`src/rtl/ale_pkg.sv`:
```
package ale_pkg;
  localparam int unsigned OSC_PER_MC = 12;
  localparam int unsigned STROBE_W   = 2;

  typedef struct packed {
    logic pdown;
    logic idle;
    logic emu;
    logic mov;
    logic ext;
  } ale_mode_t;
endpackage

```
`src/rtl/ale_rst_sync.sv`:
```
module ale_rst_sync #(
  parameter int unsigned STAGES = 2
) (
  input  logic clk,
  input  logic rst_n,
  output logic rst_n_sync
);
  logic [STAGES-1:0] sh_q;
  logic [STAGES-1:0] sh_d;

  always_comb begin
    sh_d = sh_q << 1;
    sh_d[0] = 1'b1;
  end

  always_ff @(posedge clk or negedge rst_n) begin
    if (!rst_n) sh_q <= '0;
    else        sh_q <= sh_d;
  end

  assign rst_n_sync = sh_q[STAGES-1];
endmodule

```
`src/rtl/ale_phase_gen.sv`:
```
module ale_phase_gen #(
  parameter int unsigned STATES = ale_pkg::OSC_PER_MC,
  parameter int unsigned PH_W   = $clog2(STATES)
) (
  input  logic            clk,
  input  logic            rst_n,
  output logic [PH_W-1:0] ph_nxt
);
  localparam logic [PH_W-1:0] LAST = PH_W'(STATES - 1);

  logic [PH_W-1:0] ph_q;

  always_comb begin
    if (ph_q == LAST) ph_nxt = '0;
    else              ph_nxt = ph_q + 1'b1;
  end

  always_ff @(posedge clk or negedge rst_n) begin
    if (!rst_n) ph_q <= LAST;
    else        ph_q <= ph_nxt;
  end

  // the state counter walks 0..STATES-1 and wraps
  p_phase_wrap_r1: assert property (@(posedge clk) disable iff (!rst_n)
    (ph_q == LAST) |=> (ph_q == '0));
  p_phase_step_r1: assert property (@(posedge clk) disable iff (!rst_n)
    (ph_q != LAST) |=> (ph_q == $past(ph_q) + 1'b1));
endmodule

```
`src/rtl/ale_ctl_reg.sv`:
```
module ale_ctl_reg #(
  parameter int unsigned     AW   = 8,
  parameter logic [AW-1:0]   ADDR = AW'(8'h8E)
) (
  input  logic          clk,
  input  logic          rst_n,
  input  logic          reg_wr,
  input  logic [AW-1:0] reg_addr,
  input  logic          reg_wdata,
  output logic          reg_rdata,
  output logic          dis_q
);
  logic hit;
  logic wr_en;
  logic dis_d;

  always_comb begin
    hit   = (reg_addr == ADDR);
    wr_en = reg_wr & hit;
    dis_d = wr_en ? reg_wdata : dis_q;
  end

  always_ff @(posedge clk or negedge rst_n) begin
    if (!rst_n) dis_q <= 1'b0;
    else        dis_q <= dis_d;
  end

  assign reg_rdata = hit & dis_q;

  // a decoded write loads the bit, anything else keeps it
  p_write_load_r5: assert property (@(posedge clk) disable iff (!rst_n)
    (reg_wr && reg_addr == ADDR) |=> (dis_q == $past(reg_wdata)));
  p_write_hold_r5: assert property (@(posedge clk) disable iff (!rst_n)
    !(reg_wr && reg_addr == ADDR) |=> $stable(dis_q));
endmodule

```
`src/rtl/ale_strobe_out.sv`:
```
module ale_strobe_out
  import ale_pkg::*;
#(
  parameter int unsigned STATES   = OSC_PER_MC,
  parameter int unsigned PULSE_W  = STROBE_W,
  parameter int unsigned ALE_OFS  = 0,
  parameter int unsigned PSEN_OFS = 3,
  parameter int unsigned PH_W     = $clog2(STATES)
) (
  input  logic            clk,
  input  logic            rst_n,
  input  logic [PH_W-1:0] ph_nxt,
  input  logic            xdata_cyc,
  input  ale_mode_t       mode,
  input  logic            dis,
  output logic            ale,
  output logic            psen_n,
  output logic            ale_weak
);
  localparam int unsigned HALF  = STATES / 2;
  localparam int unsigned NSLOT = 2;

  logic [NSLOT-1:0] ale_hit;
  logic [NSLOT-1:0] psen_hit;

  generate
    for (genvar g = 0; g < NSLOT; g++) begin : g_slot
      localparam int unsigned A0 = ALE_OFS + g * HALF;
      localparam int unsigned P0 = PSEN_OFS + g * HALF;
      assign ale_hit[g]  = (32'(ph_nxt) >= A0) && (32'(ph_nxt) < A0 + PULSE_W);
      assign psen_hit[g] = (32'(ph_nxt) >= P0) && (32'(ph_nxt) < P0 + PULSE_W);
    end
  endgenerate

  logic xd_q, xd_d;
  logic ale_q, ale_d;
  logic psen_q, psen_d;
  logic weak_q, weak_d;
  logic mc_start;
  logic dis_eff;
  logic ale_run;

  always_comb begin
    mc_start = (ph_nxt == '0);
    xd_d     = mc_start ? xdata_cyc : xd_q;
    dis_eff  = dis & ~(mode.mov | mode.idle | mode.pdown | mode.emu | mode.ext);
    ale_run  = (ale_hit[0] & ~xd_d) | ale_hit[1];

    if (mode.pdown)     ale_d = 1'b0;
    else if (mode.idle) ale_d = 1'b1;
    else if (dis_eff)   ale_d = 1'b1;
    else                ale_d = ale_run;

    if (mode.pdown)                           psen_d = 1'b0;
    else if (mode.idle)                       psen_d = 1'b1;
    else if (mode.ext && (|psen_hit) && !xd_d) psen_d = 1'b0;
    else                                      psen_d = 1'b1;

    weak_d = dis_eff;
  end

  always_ff @(posedge clk or negedge rst_n) begin
    if (!rst_n) begin
      xd_q   <= 1'b0;
      ale_q  <= 1'b0;
      psen_q <= 1'b1;
      weak_q <= 1'b0;
    end else begin
      xd_q   <= xd_d;
      ale_q  <= ale_d;
      psen_q <= psen_d;
      weak_q <= weak_d;
    end
  end

  assign ale      = ale_q;
  assign psen_n   = psen_q;
  assign ale_weak = weak_q;

  // a weakly held pin always reads high
  p_weak_level_r6: assert property (@(posedge clk) disable iff (!rst_n)
    ale_weak |-> ale);
  // no fetch strobe without external execution
  p_psen_internal_r3: assert property (@(posedge clk) disable iff (!rst_n)
    (!mode.ext && !mode.pdown) |=> psen_n);
  // instruction and emulation exceptions drop the weak hold
  p_override_r7: assert property (@(posedge clk) disable iff (!rst_n)
    (mode.mov || mode.emu) |=> !ale_weak);
  // idle parks both strobes high
  p_idle_high_r8: assert property (@(posedge clk) disable iff (!rst_n)
    (mode.idle && !mode.pdown) |=> (ale && psen_n && !ale_weak));
  // power-down parks both strobes low
  p_pdown_low_r9: assert property (@(posedge clk) disable iff (!rst_n)
    mode.pdown |=> (!ale && !psen_n && !ale_weak));
  // external execution overrides the disable
  p_ext_exec_r10: assert property (@(posedge clk) disable iff (!rst_n)
    mode.ext |=> !ale_weak);
endmodule

```
`src/rtl/ale_strobe_gen.sv`:
```
module ale_strobe_gen
  import ale_pkg::*;
#(
  parameter int unsigned   STATES    = OSC_PER_MC,
  parameter int unsigned   AW        = 8,
  parameter logic [AW-1:0] CTL_ADDR  = AW'(8'h8E),
  parameter int unsigned   SYNC_STG  = 2
) (
  input  logic          clk,
  input  logic          rst_n,
  input  logic          xdata_cyc,
  input  logic          mov_instr,
  input  logic          idle,
  input  logic          pdown,
  input  logic          emu_mode,
  input  logic          ext_exec,
  input  logic          reg_wr,
  input  logic [AW-1:0] reg_addr,
  input  logic          reg_wdata,
  output logic          reg_rdata,
  output logic          ale,
  output logic          psen_n,
  output logic          ale_weak
);
  localparam int unsigned PH_W = $clog2(STATES);

  logic            rst_i_n;
  logic [PH_W-1:0] ph_nxt;
  logic            dis_q;
  ale_mode_t       mode;

  always_comb begin
    mode.pdown = pdown;
    mode.idle  = idle;
    mode.emu   = emu_mode;
    mode.mov   = mov_instr;
    mode.ext   = ext_exec;
  end

  ale_rst_sync #(.STAGES(SYNC_STG)) u_rst (
    .clk        (clk),
    .rst_n      (rst_n),
    .rst_n_sync (rst_i_n)
  );

  ale_phase_gen #(.STATES(STATES), .PH_W(PH_W)) u_phase (
    .clk    (clk),
    .rst_n  (rst_i_n),
    .ph_nxt (ph_nxt)
  );

  ale_ctl_reg #(.AW(AW), .ADDR(CTL_ADDR)) u_ctl (
    .clk       (clk),
    .rst_n     (rst_i_n),
    .reg_wr    (reg_wr),
    .reg_addr  (reg_addr),
    .reg_wdata (reg_wdata),
    .reg_rdata (reg_rdata),
    .dis_q     (dis_q)
  );

  ale_strobe_out #(.STATES(STATES), .PH_W(PH_W)) u_out (
    .clk       (clk),
    .rst_n     (rst_i_n),
    .ph_nxt    (ph_nxt),
    .xdata_cyc (xdata_cyc),
    .mode      (mode),
    .dis       (dis_q),
    .ale       (ale),
    .psen_n    (psen_n),
    .ale_weak  (ale_weak)
  );
endmodule

```
`config.mk`:
```
export PLATFORM = sky130hd
export DESIGN_NAME = ale_strobe_gen
export DESIGN_NICKNAME = d
export VERILOG_FILES = /design/src/rtl/ale_pkg.sv /design/src/rtl/ale_rst_sync.sv /design/src/rtl/ale_phase_gen.sv /design/src/rtl/ale_ctl_reg.sv /design/src/rtl/ale_strobe_out.sv /design/src/rtl/ale_strobe_gen.sv
export SDC_FILE = /design/constraint.sdc
export NUM_CORES = 1
export LEC_CHECK = 0
export ABC_AREA = 1
export BUFFER_PORTS_ARGS = -buffer_cell sky130_fd_sc_hd__buf_2
export CAP_MARGIN = 20
export CORE_AREA = 4 4 55 57
export CTS_BUF_LIST = sky130_fd_sc_hd__clkbuf_8 sky130_fd_sc_hd__clkbuf_16
export DETAILED_ROUTE_END_ITERATION = 8
export DIE_AREA = 0 0 59 61
export HOLD_SLACK_MARGIN = 0.06
export PLACE_DENSITY = 0.51
export SLEW_MARGIN = 20
export SYNTH_ARGS = -nofsm -noshare
export SYNTH_HDL_FRONTEND = slang
export SYNTH_SLANG_ARGS = --single-unit
```
`constraint.sdc`:
```
create_clock -name clk -period 0.8 [get_ports clk]
set_input_delay 0.08 -clock clk [delete_from_list [all_inputs] [get_ports clk]]
set_output_delay 0.08 -clock clk [all_outputs]
set_load 0.03 [all_outputs]
```
==> Word level (Yosys, flattened, before mapping) <==
Index checks and enable logic that the tools add are counted.
{ "totals": {"regBits": 11, "latch_bits": 0, "ram_bits": 0, "romBits": 0, "out_inout_bits": 4, "memories": 0} }
{ "op_classes": {"n_addsub": 1, "multipliers": 0, "n_div": 0, "magnitude_cmp": 7, "n_eq_ne": 2, "n_shift": 0, "n_mux": 8, "n_bitwise": 11, "reduce_logical": 8} }
{ "ops": {"columns": ["cell", "count"], "rows": [
  ["== test 8 bit, second input constant", 1],
  ["< comparator 4 bit, second input constant", 2],
  ["2-to-1 mux 1 bit", 7],
  ["logical AND 1 bit", 5],
  ["bitwise OR 1 bit", 5],
  ["adder 4 x 1 -> 4 bit, second input constant", 1],
  ["bitwise AND 1 bit", 4],
  ["== test 4 bit, second input constant", 1],
  [">= comparator 4 x 2 -> 1 bit, second input constant", 1],
  [">= comparator 4 x 3 -> 1 bit, second input constant", 1],
  [">= comparator 4 bit, second input constant", 1],
  ["logical NOT 4 bit", 1],
  ["< comparator 4 x 2 -> 1 bit, second input constant", 1],
  ["< comparator 4 x 3 -> 1 bit, second input constant", 1],
  ["2-to-1 mux 4 bit", 1],
  ["inverter 1 bit", 2],
  ["OR reduction 2 bit", 1],
  ["logical NOT 1 bit", 1]
]} }

==> Depth between registers and ports, before layout <==
{ "depth": {"ltp_word": 10, "ltp_mapped": 10} }

==> Modules after synthesis <==
From an unflattened synthesis, not the netlist that was laid out.
{ "unflattened": {"hier_cells": 69, "area_unflattened_um2": 560.5} }
{ "modules_own_cells": {"columns": ["mod", "n_inst", "cells_per_inst", "area_each_um2", "seq_area_each_um2"], "rows": [
  ["ale_strobe_out", 1, 35, 250.2, 101.3],
  ["ale_phase_gen", 1, 15, 163.9, 103.8],
  ["ale_ctl_reg", 1, 16, 92.6, 25.0],
  ["ale_rst_sync", 1, 3, 53.8, 50.0]
]} }

==> Worst setup path before layout <==
OpenSTA, ideal clock, no wires.
{ "synth_path": {"path_kind": "reg2reg", "start": "register u_phase.ph_q[0]", "end": "register u_out.psen_q (netlist: u_out.psen_n)", "setup_time_ps": 67, "arrival_time_ps": 1404, "required_ps": 733, "setup_slack_ps": -671, "path_stages_with_launch": 9, "period_less_slack_ps": 1471, "path_cell_list": "dfstp_2 -> inv_1 -> ha_1 -> or2_2 -> nand3_1 -> nand2_1 -> a21oi_2 -> nor2_1 -> nor2_1"} }
{ "synth_between": {"elab_chain_cells": 10} }
{ "synth_rtl": {"columns": ["item", "line", "source"], "rows": [
  ["start: declaration", "ale_phase_gen.sv:11", "logic [PH_W-1:0] ph_q;"],
  ["start signal: assignment", "ale_phase_gen.sv:20", "else ph_q <= ph_nxt;"],
  ["adder 4 x 1 -> 4 bit / == test 4 bit (equally long branches)", "ale_phase_gen.sv:15, ale_phase_gen.sv:14", null],
  ["2-to-1 mux 4 bit *", "ale_phase_gen.sv:14", "if (ph_q == LAST) ph_nxt = '0;"],
  [">= comparator 4 x 2 -> 1 bit, or another cell as far along", "ale_strobe_out.sv:31", "assign psen_hit[g] = (32'(ph_nxt) >= P0) && (32'(ph_nxt) < P0 + PULSE_W);"],
  ["logical AND 1 bit", "ale_strobe_out.sv:31", null],
  ["OR reduction 2 bit", "ale_strobe_out.sv:56", "else if (mode.ext && (|psen_hit) && !xd_d) psen_d = 1'b0;"],
  ["logical AND 1 bit", "ale_strobe_out.sv:56", null],
  ["logical AND 1 bit *", "ale_strobe_out.sv:56", null],
  ["2-to-1 mux 1 bit *", "ale_strobe_out.sv:56", null],
  ["2-to-1 mux 1 bit *", "ale_strobe_out.sv:55", "else if (mode.idle) psen_d = 1'b1;"],
  ["2-to-1 mux 1 bit *", "ale_strobe_out.sv:54", "if (mode.pdown) psen_d = 1'b0;"],
  ["net u_out.psen_d", "ale_strobe_out.sv:37", "logic psen_q, psen_d;"],
  ["end signal: assignment", "ale_strobe_out.sv:71", "psen_q <= psen_d;"],
  ["end: declaration", "ale_strobe_out.sv:37", null]
]} }
The timed path passes the listed nets; every way through them passes the cells marked *.
A chain may end at the register's enable or synchronous reset.

==> Final worst setup path <==
{ "layout_path": {"start": "register u_phase.ph_q[0]", "end": "register u_out.ale_q (netlist: u_out.ale)"} }
{ "layout_between": {"elab_chain_cells": 10} }
{ "layout_rtl": {"columns": ["item", "line", "source"], "rows": [
  ["adder 4 x 1 -> 4 bit / == test 4 bit (equally long branches)", "ale_phase_gen.sv:15, ale_phase_gen.sv:14", null],
  ["2-to-1 mux 4 bit *", "ale_phase_gen.sv:14", null],
  ["parallel branches: the longest is 4 deep, another holds < comparator 4 x 2 -> 1 bit", null, null],
  ["bitwise OR 1 bit *", "ale_strobe_out.sv:47", "ale_run = (ale_hit[0] & ~xd_d) | ale_hit[1];"],
  ["2-to-1 mux 1 bit *", "ale_strobe_out.sv:51", "else if (dis_eff) ale_d = 1'b1;"],
  ["2-to-1 mux 1 bit *", "ale_strobe_out.sv:50", "else if (mode.idle) ale_d = 1'b1;"],
  ["2-to-1 mux 1 bit *", "ale_strobe_out.sv:49", "if (mode.pdown) ale_d = 1'b0;"],
  ["net u_out.ale_d", "ale_strobe_out.sv:36", "logic ale_q, ale_d;"],
  ["end signal: assignment", "ale_strobe_out.sv:70", "ale_q <= ale_d;"],
  ["end: declaration", "ale_strobe_out.sv:36", null]
]} }
Mark *: on every way through the listed nets, which the timed path passes.

==> summary.md <==
| Metric | Value |
|---|---|
| Mapped Avg Cell Area | `8.35 um^2` |
| Data arrival, critical path | `1.71 ns` |
| Syn Std Cell Area | `609 um^2` |
| Share of layout cells above drive strength 1 | `0.595` |
| Final setup fails | `12` |
| Row cnt | `18` |
| RR Endpoint | `u_out.ale` |
| CTS tree | `built` |
| Leakage | `0.524 nW` |
| Netlist cell types | `20` |
| DRT antenna net count | `0` |
| Storage element area | `280 um^2` |
| Crit path to | `u_out.ale` |
| Post-Syn Nets | `95` |
| Synth area leader | `dfrtp_1` |
| Peak VDD IR | `0.856 mV` |
| Crit path largest cell delay | `0.64 ns` |
| Setup ws final | `-0.780 ns` |
| First-pass GRT wire length | `2570 um` |
| Chip height | `61 um` |
| Reg2reg setup slack | `-0.78 ns` |
| Crit path depth | `9` |
| Slowest library cell on the worst path | `dfstp_2` |
| Violated checks | `setup timing` |
| Multi-input combinational cell area | `378 um^2` |
| Adder-cell area share of the yosys netlist | `0.0821` |
| Critical path peak fanout | `7` |
| Skew-Pair Late Insertion Delay | `0.24 ns` |
| Total grt overflow | `0` |
| CORE AREA | `2480 um^2` |
| Vias per cell | `4.24` |
| Req. time, crit path | `0.93 ns` |
| Root buffer cell | `clkbuf_8` |
| Simple-Gate Fraction of Synth Area | `0.312` |
| Initial cell density of the core | `0.246` |
| Critical Path Start | `u_phase.ph_q[0]` |
| Yosys warnings | `0` |
| Clock slew at reported path FFs | `0.05 ns` |
| Seq cells post-synth | `11` |
| RSZ-0062 raised after global routing | `yes` |
| Critical path class | `reg -> reg` |
| Initial antenna violation count | `0` |
| Final Wtd Congestion | `0.754` |
| Multiplexer share of the synthesized area | `0` |
| Gr usage total | `0.0983` |
| Top Ports | `22` |
| DR iter-0 viols | `3` |
| Number of buffers created by CTS | `3` |
| Dpl cells | `130` |
| Pin count of the biggest net entering global routing | `10` |
| Minimum clock period | `1.58 ns` |
| Crit. End Element | `flip-flop` |
| IO Port Bufs | `21` |
| Critical R2R Launch | `u_phase.ph_q[0]` |
| Hold WC Path Type | `reg -> async` |
| CP startpoint kind | `flip-flop` |
| Per-cell routed wire length | `11.0 um` |
| Max Freq | `633 MHz` |
| Fin Hold WS | `0.139 ns` |
| Vias in the first global route | `625` |
| Fin. Hold Viols | `0` |
| Compound-Gate Fraction of Synth Area | `0.0411` |
| Outcome | `finished, violations left` |
| Die area | `3600 um^2` |
| PD cells | `1170 nW/um^2` |
| Mapped Cells | `73` |
| Fin. max-slew vios | `0` |
| Buffers & Inverters on Critical Path | `3` |
| Post-synthesis sequential area ratio | `0.460` |
| Largest family of logic cells by synthesized area | `simple AND/OR/NAND/NOR gates` |
| Share of Yosys cell area claimed by the top area cell type | `0.287` |
| Synth Area in XOR/XNOR | `0` |
| CTS HTree Levels | `1` |
| Max Buffers Root-to-Sink | `2` |
| Layout area overhead | `79.9%` |
| Layout filler cell count | `257` |
| Diodes inserted | `0` |
| CP top delay family | `flip-flops` |
| Layout Cells excl Fill | `146` |
| Clock sink count | `11` |
| Worst R2R Path Depth | `9` |
| Synth top area cells | `dfrtp_1 (29%), dfstp_2 (17%), inv_1 (8.6%)` |
| Clock skew | `0.00449 ns` |
| Nets | `139` |
| Max_cap viols | `0` |
| Die Wd | `59 um` |
| Drt first pass iters | `4` |
| Remaining DRCs | `0` |
| DP HPWL | `1130 um` |
| Crit path cell chain | `buf_4, nand3_2, nand2_2, nand3_4, buf_4, nand3_1, nand3_1, inv_1, a21oi_2` |
| Period utilization | `1.97` |
| Vias | `619` |
| Routed Wire Length | `1610 um` |
## worst reg2reg max path, cell delays in order, from the launching register on
cell and delay [ns]:
dfstp_2 0.64, buf_4 0.15, nand3_2 0.08, nand2_2 0.08, nand3_4 0.11, buf_4 0.16, nand3_1 0.06, nand3_1 0.06
inv_1 0.07, a21oi_2 0.06
## synthesized netlist by cell type
library cell  instances
a31oi_1               1
conb_1                1
dfrtp_1               7
or2_2                 1
inv_1                14
inv_2                 1
clkinv_1              1
nand4_1               4
nor4_1                1
nand2_1               8
ha_1                  4
nand3_2               2
nand3_1               7
nand2_4               1
a21oi_2               1
dfstp_2               4
nor2_1               10
o21ai_0               1
nand2_2               3
a21oi_1               1
## power breakdown
part / internal [W] / switching, W
Combinational: 0.0000807 / 0.0000658
Sequential: 0.000579 / 0.0000165
Clock: 0.000337 / 0.000204
## per-layer routing
layer | track usage | routed length (um) | vias up
li1 | - | - | 316
met4 | 0.0680 | 53 | 0
met2 | 0.188 | 855 | 19
met5 | 0 | 0 | -
met3 | 0.0234 | 83 | 4
met1 | 0.0915 | 615 | 280
## state kept, by name (all words and copies together), names as in the netlist
register        cells
u_out.ale           1
u_out.ale_weak      1
u_out.psen_n        1
u_phase.ph_q        4
u_rst.sh_q          2
u_out.xd_q          1
u_ctl.dis_q         1
## layout by cell type, fill, tap and decap left out, types with 4 or more instances in the layout
cell type  synthesis  final
buf_2              0     15
buf_4              0     13
buf_6              0      8
dfrtp_1            7      7
dfstp_2            4      4
inv_1             14     10
inv_2              1      5
nand2_1            8      6
nand2_2            3      5
nand3_1            7      4
nand4_1            4      4
nor2_1            10      8
## area by class of cell
class,instances,area share
multi-input cells,46,0.345
repair buffers,39,0.267
flip-flops and latches,11,0.256
inverters,16,0.0571
clock buffers,3,0.0377
well taps,30,0.0342
clock inverters,1,0.00342
## logic make-up after synthesis
logic type / Yosys count
AOI/OAI and AO/OA: 4
adders and majority gates: 4
buffers and inverters: 16
DFF: 11
other: 1
and+or+nand+nor: 37
## metrics by stage
step	power (W)	worst slack [ns]	utilization	TNS (ns)	cell area [um^2]
CTS	0.00128	-0.735	0.407	-4.25	1010
global route	0.00135	-0.887	0.442	-5.34	1100
global placement	0.000699	-0.685	0.341	-3.65	845
detailed placement	0.000703	-0.732	0.341	-3.88	845
finish	0.00128	-0.780	0.442	-4.65	1100
floorplan	0.000642	-0.622	-	-2.48	657
## how the worst min path moves through the flow
| stage | from | to | slack (ns) | cells past startpoint |
|---|---|---|---|---|
| after floorplan | rst_n | u_rst.sh_q[0] | -0.22 | 0 |
| final | u_rst.sh_q[1] | u_out.ale | 0.14 | 0 |
| after detailed placement | rst_n | u_rst.sh_q[0] | -0.13 | 1 |
| after global routing | u_rst.sh_q[1] | u_out.ale | 0.18 | 0 |
| after CTS | pdown | u_out.psen_n | 0.01 | 2 |
| after global placement | rst_n | u_rst.sh_q[1] | -0.13 | 1 |
## repair_timing
| item | in CTS | in global routing |
|---|---|---|
| resized for setup | 20 | 8 |
| pin swaps | 11 | 7 |
| hold endpoints to repair | 5 | 2 |
| setup buffers | 2 | 7 |
| hold buffers | 2 | 1 |
| setup endpoints to repair | 11 | 12 |
No activity file was read; power rests on OpenSTA's default activity.
